File: config.mk
export PLATFORM = sky130hd
export DESIGN_NAME = exu_core
export DESIGN_NICKNAME = d
export VERILOG_FILES = /design/src/rtl/exu_pkg.sv /design/src/rtl/exu_decode.sv /design/src/rtl/exu_datapath.sv /design/src/rtl/exu_flag.sv /design/src/rtl/exu_core.sv
export SDC_FILE = /design/constraint.sdc
export NUM_CORES = 1
export LEC_CHECK = 0
export ABC_CLOCK_PERIOD_IN_PS = 2200
export BUFFER_PORTS_ARGS = -buffer_cell sky130_fd_sc_hd__clkbuf_2
export CAP_MARGIN = 20
export CORE_UTILIZATION = 43
export DETAILED_ROUTE_END_ITERATION = 6
export HOLD_SLACK_MARGIN = 0.06
export PLACE_DENSITY = 0.74
export SYNTH_ARGS = -nofsm -noshare
export SYNTH_HDL_FRONTEND = slang
export SYNTH_SLANG_ARGS = --single-unit
export TNS_END_PERCENT = 30
File: constraint.sdc
create_clock -name clk_i -period 2.2 [get_ports clk_i]
set_clock_uncertainty 0.15 [all_clocks]
set_input_delay 0.33 -clock clk_i [delete_from_list [all_inputs] [get_ports clk_i]]
set_output_delay 0.33 -clock clk_i [all_outputs]
set_load 0.1 [all_outputs]
File: src/rtl/exu_pkg.sv
package exu_pkg;

   localparam int unsigned OPC_W = 4;

   typedef enum logic [OPC_W-1:0] {
      OPC_ADD  = 4'h0,
      OPC_SUB  = 4'h1,
      OPC_MOV  = 4'h4,
      OPC_CEQ  = 4'h6,
      OPC_HALT = 4'h9,
      OPC_BFWD = 4'hA,
      OPC_BBWD = 4'hB
   } opc_e;

   typedef enum logic [1:0] {
      SEL_NONE = 2'd0,
      SEL_ADD  = 2'd1,
      SEL_SUB  = 2'd2,
      SEL_MOV  = 2'd3
   } res_sel_e;

endpackage

File: src/rtl/exu_decode.sv
module exu_decode
   import exu_pkg::*;
#(
   parameter int unsigned OP_W = OPC_W
) (
   input  logic [OP_W-1:0] opcode_i,
   output res_sel_e        sel_o,
   output logic            wr_en_o,
   output logic            flag_ld_o
);
   localparam int unsigned NUM_OPC = 1 << OP_W;

   logic [NUM_OPC-1:0] hot;

   if (OP_W != OPC_W) begin : g_bad_width
      initial $fatal(1, "exu_decode: opcode width must be %0d", OPC_W);
   end

   for (genvar i = 0; i < NUM_OPC; i++) begin : g_hot
      assign hot[i] = (opcode_i == OP_W'(i));
   end

   always_comb begin
      sel_o = SEL_NONE;
      if (hot[OPC_ADD]) sel_o = SEL_ADD;
      if (hot[OPC_SUB]) sel_o = SEL_SUB;
      if (hot[OPC_MOV]) sel_o = SEL_MOV;
   end

   assign wr_en_o   = hot[OPC_ADD] | hot[OPC_SUB] | hot[OPC_MOV];
   assign flag_ld_o = hot[OPC_CEQ];

endmodule

File: src/rtl/exu_datapath.sv
module exu_datapath
   import exu_pkg::*;
#(
   parameter int unsigned DATA_W     = 8,
   parameter bit          SUB_BY_INV = 1'b1
) (
   input  logic [DATA_W-1:0] opa_i,
   input  logic [DATA_W-1:0] opb_i,
   input  res_sel_e          sel_i,
   output logic [DATA_W-1:0] result_o,
   output logic              equal_o
);
   logic [DATA_W-1:0] sum;
   logic [DATA_W-1:0] diff;

   assign sum = opa_i + opb_i;

   if (SUB_BY_INV) begin : g_sub_inv
      assign diff = opa_i + (~opb_i) + DATA_W'(1);
   end else begin : g_sub_dir
      assign diff = opa_i - opb_i;
   end

   assign equal_o = &(opa_i ~^ opb_i);

   always_comb begin
      unique case (sel_i)
         SEL_ADD: result_o = sum;
         SEL_SUB: result_o = diff;
         SEL_MOV: result_o = opb_i;
         default: result_o = '0;
      endcase
   end

endmodule

File: src/rtl/exu_flag.sv
module exu_flag #(
   parameter bit RST_VAL = 1'b0
) (
   input  logic clk_i,
   input  logic rst_ni,
   input  logic load_i,
   input  logic value_i,
   output logic flag_o
);
   always_ff @(posedge clk_i or negedge rst_ni) begin
      if (!rst_ni)     flag_o <= RST_VAL;
      else if (load_i) flag_o <= value_i;
   end
endmodule

File: src/rtl/exu_core.sv
module exu_core
   import exu_pkg::*;
#(
   parameter int unsigned DATA_W     = 8,
   parameter bit          SUB_BY_INV = 1'b1
) (
   input  logic              clk_i,
   input  logic              rst_ni,
   input  logic [OPC_W-1:0]  opcode_i,
   input  logic [DATA_W-1:0] opa_i,
   input  logic [DATA_W-1:0] opb_i,
   output logic [DATA_W-1:0] result_o,
   output logic              wr_en_o,
   output logic              flag_o
);
   if (DATA_W < 2) begin : g_bad_data
      initial $fatal(1, "exu_core: DATA_W must be at least 2");
   end

   res_sel_e sel;
   logic     flag_ld;
   logic     equal;

   exu_decode #(.OP_W(OPC_W)) u_dec (
      .opcode_i (opcode_i),
      .sel_o    (sel),
      .wr_en_o  (wr_en_o),
      .flag_ld_o(flag_ld)
   );

   exu_datapath #(.DATA_W(DATA_W), .SUB_BY_INV(SUB_BY_INV)) u_dp (
      .opa_i   (opa_i),
      .opb_i   (opb_i),
      .sel_i   (sel),
      .result_o(result_o),
      .equal_o (equal)
   );

   exu_flag #(.RST_VAL(1'b0)) u_flag (
      .clk_i  (clk_i),
      .rst_ni (rst_ni),
      .load_i (flag_ld),
      .value_i(equal),
      .flag_o (flag_o)
   );

endmodule

==> run metrics, run 1 <==
Syn Std Cell Area=between 700 and 800 µm²; leading area contributor after synthesis=ha_1; Async SR Flop Fraction=1.00; Die Y=45.1 µm; status=stopped before the end; placed inst area=1410 µm²; share of the synthesized area in the top cell type=0.235; hpwl dp=2090 µm; Seq cells post-synth=1; post-synthesis sequential area ratio=0.0314; Most used DFF post-synth=dfrtp_1; Last stage=clock tree synthesis; Error=[ERROR DPL-0033] detailed placement checks failed during check placement.; Yosys warning total=0; post-synth net total=151; PostCTS Resize Cnt=26; Place WS=-699 ps; Hold Buf Count CTS=1; Post CTS Setup Buffer Count=11; port bufs=31; Row Count=15; die width=45.1 µm; syn avg cell area=7.12 µm²; GPL Wtd Cong=approximately 0.93; top-level port count=32; number of enable flip-flop cells after synthesis=0; Cell variety after synth=38; largest cells by area after synthesis=ha_1 24%, o21ai_0 8.2%, inv_1 7.1%; Mapped Cells=112; initial core utilization=0.462
-- per-stage QoR --
stage / std cells / util / hold WS [ps]
after floorplan: 112 / - / -116
after global placement: 193 / 0.819 / -43.4
after detailed placement: 193 / 0.819 / -44.0
-- synth_stat cells, types with 2 or more instances --
| cell type | n |
|---|---|
| nor3b_1 | 2 |
| o31ai_1 | 2 |
| nand2_1 | 11 |
| o21ai_0 | 13 |
| xor2_1 | 2 |
| a21oi_1 | 7 |
| nor2_1 | 6 |
| nor3_1 | 3 |
| clkbuf_1 | 2 |
| nand3_1 | 2 |
| fa_1 | 2 |
| xnor2_1 | 4 |
| ha_1 | 15 |
| inv_1 | 15 |
| a211oi_1 | 3 |
-- cells by family after synthesis --
kind of cell	Yosys count	share of synthesized area
flops	1	0.0314
fa+ha+maj	17	0.286
simple gates	32	0.203
xor+xnor	6	0.0659
compound gates	36	0.301
buf+inv	19	0.100
mux	1	0.0126
==> run 2, diff against run 1 <==
- ABC_CLOCK_PERIOD_IN_PS: 2200 -> 2860
- CORE_AREA: default -> 2 2 63 65
- CORE_UTILIZATION: 43 -> default
- DIE_AREA: default -> 0 0 65 67
- HOLD_SLACK_MARGIN: 0.06 -> default
- PLACE_DENSITY: 0.74 -> default
- PLACE_DENSITY_LB_ADDON: default -> 0.15
- clock period: 2.2 -> 2.86 ns (I/O delays scaled with it)
==> run metrics, run 2 <==
main combinational cell family by area after synthesis=compound AO/OA/AOI/OAI gates; max reg flops=1; worst-margin pin slew=539 ps; Rel. slew slack=0.642; die area=4360 µm²; die width=65 µm (+44%); top-level port count=32 (unchanged); Vias/cell=around 4.5; Synth Area in Adders=0.286 (unchanged); port bufs=31 (unchanged); antenna violations before repair=0; Async SR Flop Fraction=1.00 (unchanged); layout cells sized above 1=0.552; Residual DRC=0; Clock transition at path regs=0 ps; nets=204; Detailed Route Iter0 Violations=10; DR WL met3=125 µm; status=complete, no violations; post-synthesis compound-gate area fraction=0.301 (unchanged); mux contribution to synthesized area=0.0126 (unchanged); Yosys warning total=0 (unchanged); crit end category=primary output; vias in the first global route=963; detailed-route via count=~950; drt first pass iters=4; largest net degree at the start of global routing=9; Row Count=22 (+7); CP max stage cell=or3_4; largest cells by area after synthesis=ha_1 24%, o21ai_0 8.2%, inv_1 7.1%; Syn Std Cell Area=797 µm² (unchanged); Post-Synth XOR/XNOR Area=0.0659 (unchanged); CP Class=in -> out; syn avg cell area=7.12 µm² (unchanged); RSZ-0062 raised after global routing=true; total power draw=~0.32 mW; metal2 WL=1310 µm; CP delay by family, top=compound AO/OA/AOI/OAI gates; number of enable flip-flop cells after synthesis=0 (unchanged); leading cell type in the layout, fill and taps excluded=buf_4; post-synth net total=151 (unchanged); Post-Synth Simple-Gate Area=0.203 (unchanged); RR Startpoint=u_flag.flag_o; Final Hold Fails=0; All-Layer GR Usage=0.120; Setup Total Neg Slack=0 ps; Inserted Diodes=0; period utilisation layout=0.998; post-synthesis sequential area ratio=0.0314 (unchanged); crit-path max cell delay=380 ps; Non-Filler Instances=between 200 and 250; Cell variety after synth=38 (unchanged); share of the synthesized area in the top cell type=0.235 (unchanged); Avg WL per Cell=approximately 12 µm; Most used DFF post-synth=dfrtp_1; GPL Wtd Cong=0.803 (-14%); Post CTS Setup Buffer Count=0 (-11); Worst R2R Setup Slack=2100 ps; Pins Over Slew Limit=0; Max-Cap Viols=0; core area=approximately 3600 µm²; most flop-heavy register=u_flag.flag_o; VDD IR-drop max=0.0000843 V; Reg2Reg Depth=2; reg-to-reg critical path endpoint=u_flag.flag_o; sum of buffers and inverters on the critical path=3; most frequent cells after synthesis=15 x ha_1, 15 x inv_1, 13 x o21ai_0; top sig layer=met3; Detailed Route WL=2610 µm; placed insts=211 (+9.3%); leading area contributor after synthesis=ha_1; GRT overflow=0; class of the tightest hold or removal check=in -> async; initial core utilization=0.221 (-0.241); worst-path maximum fanout=4; synth-to-layout area growth=84.6%; Mapped Cells=112 (unchanged); M1 wire length=1180 µm; Layout fillers=371; CP Launch Type=input pin; power density over the cells=216 nW/µm²; Arrival @ worst endpoint=2280 ps; clock period minus worst slack=2850 ps; Die Y=67 µm (+49%); Peak Freq=350 MHz; Seq cells post-synth=1 (unchanged); most numerous cell on the critical path=a211oi_2; placed inst area=1290 µm² (-8.9%); commonest non-fill, non-tap cells in the layout=25 x buf_4, 23 x clkbuf_2, 11 x inv_1, 11 x nand2_1; Regs by FF count=u_flag.flag_o: 1 flops; Post-DRT Antenna Nets=0; hpwl dp=2010 µm (-3.8%); Final setup violation count=0; Final Cell Area=1470 µm²; Pleak=0.667 nW; Req. time, crit path=2280 ps; worst skew pair latency=0 ps; first-pass GRT wire length=between 4000 and 5000 µm; CP cell instances=clkbuf_2 -> inv_1 -> ha_4 -> a211oi_2 -> nor2_1 -> o31a_1 -> or3_4 -> a211oi_2 -> o21bai_4 -> buf_12
[run 2: cell counts after synthesis]
No cell type changed its count.
[run 2: how the worst max path moves through the flow]
stage          startpoint           to  slack (ps)  depth (start not counted)
5_1_grt          opa_i[0]  result_o[6]         -90                         12
4_1_cts          opa_i[0]  result_o[6]         -60                         12
3_3_place_gp     opa_i[0]  result_o[6]        -120                         12
6_report         opb_i[4]  result_o[7]           6                         10
2_1_floorplan    opa_i[0]  result_o[2]        -380                          8
3_5_place_dp     opa_i[0]  result_o[6]        -140                         12
[run 2: layout make-up]
| type | instances | area, µm² | area share |
|---|---|---|---|
| Multi-Input combinational cell | 92 | 887 | 0.603 |
| Timing Repair Buffer | 55 | 438 | 0.298 |
| Inverter | 15 | 61.3 | 0.0417 |
| Tap cell | 48 | 60.1 | 0.0408 |
| Sequential cell | 1 | 25.0 | 0.0170 |
[run 2: logic make-up after synthesis]
family / count (synthesis)
AOI/OAI and AO/OA: 36
xor gates and xnor gates: 6
adders and majority gates: 17
buffers and inverters: 19
DFF: 1
muxes: 1
and+or+nand+nor: 32
[run 2: report_power, final]
part | switching, mW | total (mW) | internal [mW]
clock | 0 | 0 | 0
combinational | 0.170 | 0.304 | 0.134
sequential | 0.0000612 | 0.0146 | 0.0145
[run 2: timing repair]
item	4_1_cts	5_1_grt
gates cloned	0	0
endpoints found under the setup margin	3	4
resized for setup	23	10
hold buffers	0	0
pin swaps	10	9
[run 2: metrics by stage]
step	hold slack (ps)	setup WS, ps	util
after floorplan	-16.6	-379	-
after global placement	54.7	-115	0.357
after detailed placement	54.8	-140	0.357
after CTS	55.2	-60.2	0.397
after global routing	60.9	-92.9	0.408
final	53.6	5.92	0.408
[run 2: per-layer routing]
metal  global-route usage  up-vias
li1                     -      498
met1                0.149      433
met2                0.238       23
met3              0.00676        0
met4                    0        0
met5                    0        -
(Power assumes the default switching activity.)
==> run 3, diff against run 2 <==
- SYNTH_HIERARCHICAL: default -> 1
==> run metrics, run 3 <==
status=complete, no violations; post-synth net total=154 (+2.0%); Vias/cell=4.84 (+7.0%); Final Hold Fails=0 (unchanged); RR Startpoint=u_flag/flag_o; sum of buffers and inverters on the critical path=3 (unchanged); largest net degree at the start of global routing=9 (unchanged); number of enable flip-flop cells after synthesis=0 (unchanged); Peak Freq=356 MHz (+1.6%); largest cells by area after synthesis=ha_1 20%, o21ai_0 5.2%, inv_1 5.2%; Pleak=0.721 nW (+8.1%); leading area contributor after synthesis=ha_1; CP delay by family, top=compound AO/OA/AOI/OAI gates; first-pass GRT wire length=4800 µm (+14%); CP max stage cell=fa_2; placed insts=219 (+3.8%); Req. time, crit path=2280 ps (about the same); Final Util=0.450 (+0.0420); power density over the cells=263 nW/µm² (+22%); All-Layer GR Usage=0.132 (+0.0122); share of the synthesized area in the top cell type=0.202 (-0.0337); most numerous cell in the Yosys netlist=ha_1; worst-margin pin slew=543 ps (+4.04 ps); GRT overflow=0 (unchanged); Final setup violation count=0 (unchanged); area of the multi-input gates=960 µm² (+8.2%); crit end category=primary output; worst-path maximum fanout=3 (-1); Seq cells post-synth=1 (unchanged); Die Y=67 µm (unchanged); reg-to-reg critical path endpoint=u_flag/flag_o; Avg WL per Cell=12.5 µm (+1.3%); Pins Over Slew Limit=0 (unchanged); Worst R2R Setup Slack=1970 ps (-130 ps); crit-path max cell delay=340 ps (-40 ps); detailed-route via count=1074 (+13%); Non-Filler Instances=222 (+5.2%); max reg flops=1 (unchanged); die width=65 µm (unchanged); Post-DRT Antenna Nets=0 (unchanged); Clock transition at path regs=0 ps (unchanged); commonest non-fill, non-tap cells in the layout=32 x buf_4, 22 x clkbuf_2, 12 x nand2_1; nets=214 (+4.9%); port bufs=31 (unchanged); Async SR Flop Fraction=1.00 (unchanged); core area=3610 µm² (unchanged); post-synthesis sequential area ratio=0.0288 (-0.00258); GPL Wtd Cong=0.816 (+1.7%); CP Launch Type=input pin; die area=4360 µm² (unchanged); Cell variety after synth=41 (+7.9%); Inserted Diodes=0 (unchanged); CP Class=in -> out; clock period minus worst slack=2810 ps (-44.5 ps); class of the tightest hold or removal check=in -> async; Detailed Route WL=2790 µm (+6.5%); layout cells sized above 1=0.569 (+0.0168); Yosys warning total=6 (+6); Rel. slew slack=0.639 (-0.00268); Layout fillers=357 (-3.8%); initial core utilization=0.241 (+0.0198); antenna violations before repair=0 (unchanged); leading cell type in the layout, fill and taps excluded=buf_4; Residual DRC=0 (unchanged); worst setup path endpoint=result_o[6]; worst skew pair latency=0 ps (unchanged); Reg2Reg Depth=1 (-1); Storage cell area=25.0 µm² (unchanged); syn avg cell area=7.49 µm² (+5.2%); top-level port count=32 (unchanged); Row Count=22 (unchanged); Place WS=-73.2 ps (+66.5 ps); Syn Std Cell Area=868 µm² (+8.9%); Critical Path Stages=10 (unchanged); VDD IR-drop max=0.000149 V (+77%); Detailed Route Iter0 Violations=13 (+3); period utilisation layout=0.982 (-0.0156); most frequent cells after synthesis=14 x ha_1, 12 x inv_1, 12 x nand2_1; Critical path origin=opb_i[0]; Most used DFF post-synth=dfrtp_1; vias in the first global route=1058 (+9.9%); most flop-heavy register=u_flag/flag_o; Hold Buf Count CTS=0 (unchanged); Mapped Cells=116 (+3.6%); drt first pass iters=2 (-2); synth-to-layout area growth=86.9%; Regs by FF count=u_flag/flag_o: 1 flops; CP cell instances=clkbuf_2 -> buf_4 -> ha_4 -> fa_2 -> nand2b_1 -> a21oi_2 -> a211oi_2 -> a22oi_1 -> o211ai_1 -> clkbuf_16; RSZ-0062 raised after global routing=true; Arrival @ worst endpoint=2230 ps (-50 ps); Max-Cap Viols=0 (unchanged); hpwl dp=2210 µm (+10%); worst setup margin=50.5 ps (+44.5 ps)
## run 3: cell families after synthesis
logic type | after synthesis | share of synthesized area
compound gates | 39 | 0.323
xor+xnor | 6 | 0.0605
fa+ha+maj | 16 | 0.248
buf+inv | 17 | 0.0864
flops | 1 | 0.0288
mux | 3 | 0.0432
simple gates | 34 | 0.210
## run 3: stage by stage
| stage | TNS [ps] | hold slack (ps) | cell area [µm²] | total power [mW] |
|---|---|---|---|---|
| 6_report | 0 | 54.2 | 1620 | 0.427 |
| 2_1_floorplan | -1750 | -16.6 | 913 | 0.235 |
| 5_1_grt | -158 | 55.9 | 1620 | 0.456 |
| 3_3_place_gp | -189 | 53.9 | 1440 | 0.379 |
| 3_5_place_dp | -192 | 56.0 | 1440 | 0.380 |
| 4_1_cts | -16.4 | 55.0 | 1510 | 0.401 |
## run 3: worst min path at each step
stage / startpoint / to / slack (ps) / cells after the start
finish: rst_ni / u_flag/flag_o / 50 / 1
global placement: rst_ni / u_flag/flag_o / 50 / 1
CTS: rst_ni / u_flag/flag_o / 60 / 1
detailed placement: rst_ni / u_flag/flag_o / 60 / 1
floorplan: rst_ni / u_flag/flag_o / -20 / 0
global route: rst_ni / u_flag/flag_o / 60 / 1
## run 3: layout make-up
type / instances / area share
inverter: 12 / 0.0293
multi-input combinational: 98 / 0.591
sequential: 1 / 0.0154
tap: 48 / 0.0370
timing repair buffer: 63 / 0.327
## run 3: metal layers
layer	part of all wire	vias up	track usage
met4	0.0075	0	0.0106
li1	-	543	-
met3	0.039	2	0.00676
met5	0	-	0
met2	0.49	26	0.250
met1	0.46	503	0.171
## run 3: report_power, final
| part | switching, mW | leakage, nW | total [mW] | internal (mW) |
|---|---|---|---|---|
| logic | 0.229 | 0.707 | 0.412 | 0.183 |
| registers | 0.0000581 | 0.0140 | 0.0146 | 0.0145 |
| clock network | 0 | 0 | 0 | 0 |
## run 3: repair_timing
item                                    CTS  global route
endpoints found under the setup margin    4             4
setup buffers                             2             1
pin swaps                                 8            21
resized for setup                        11            22
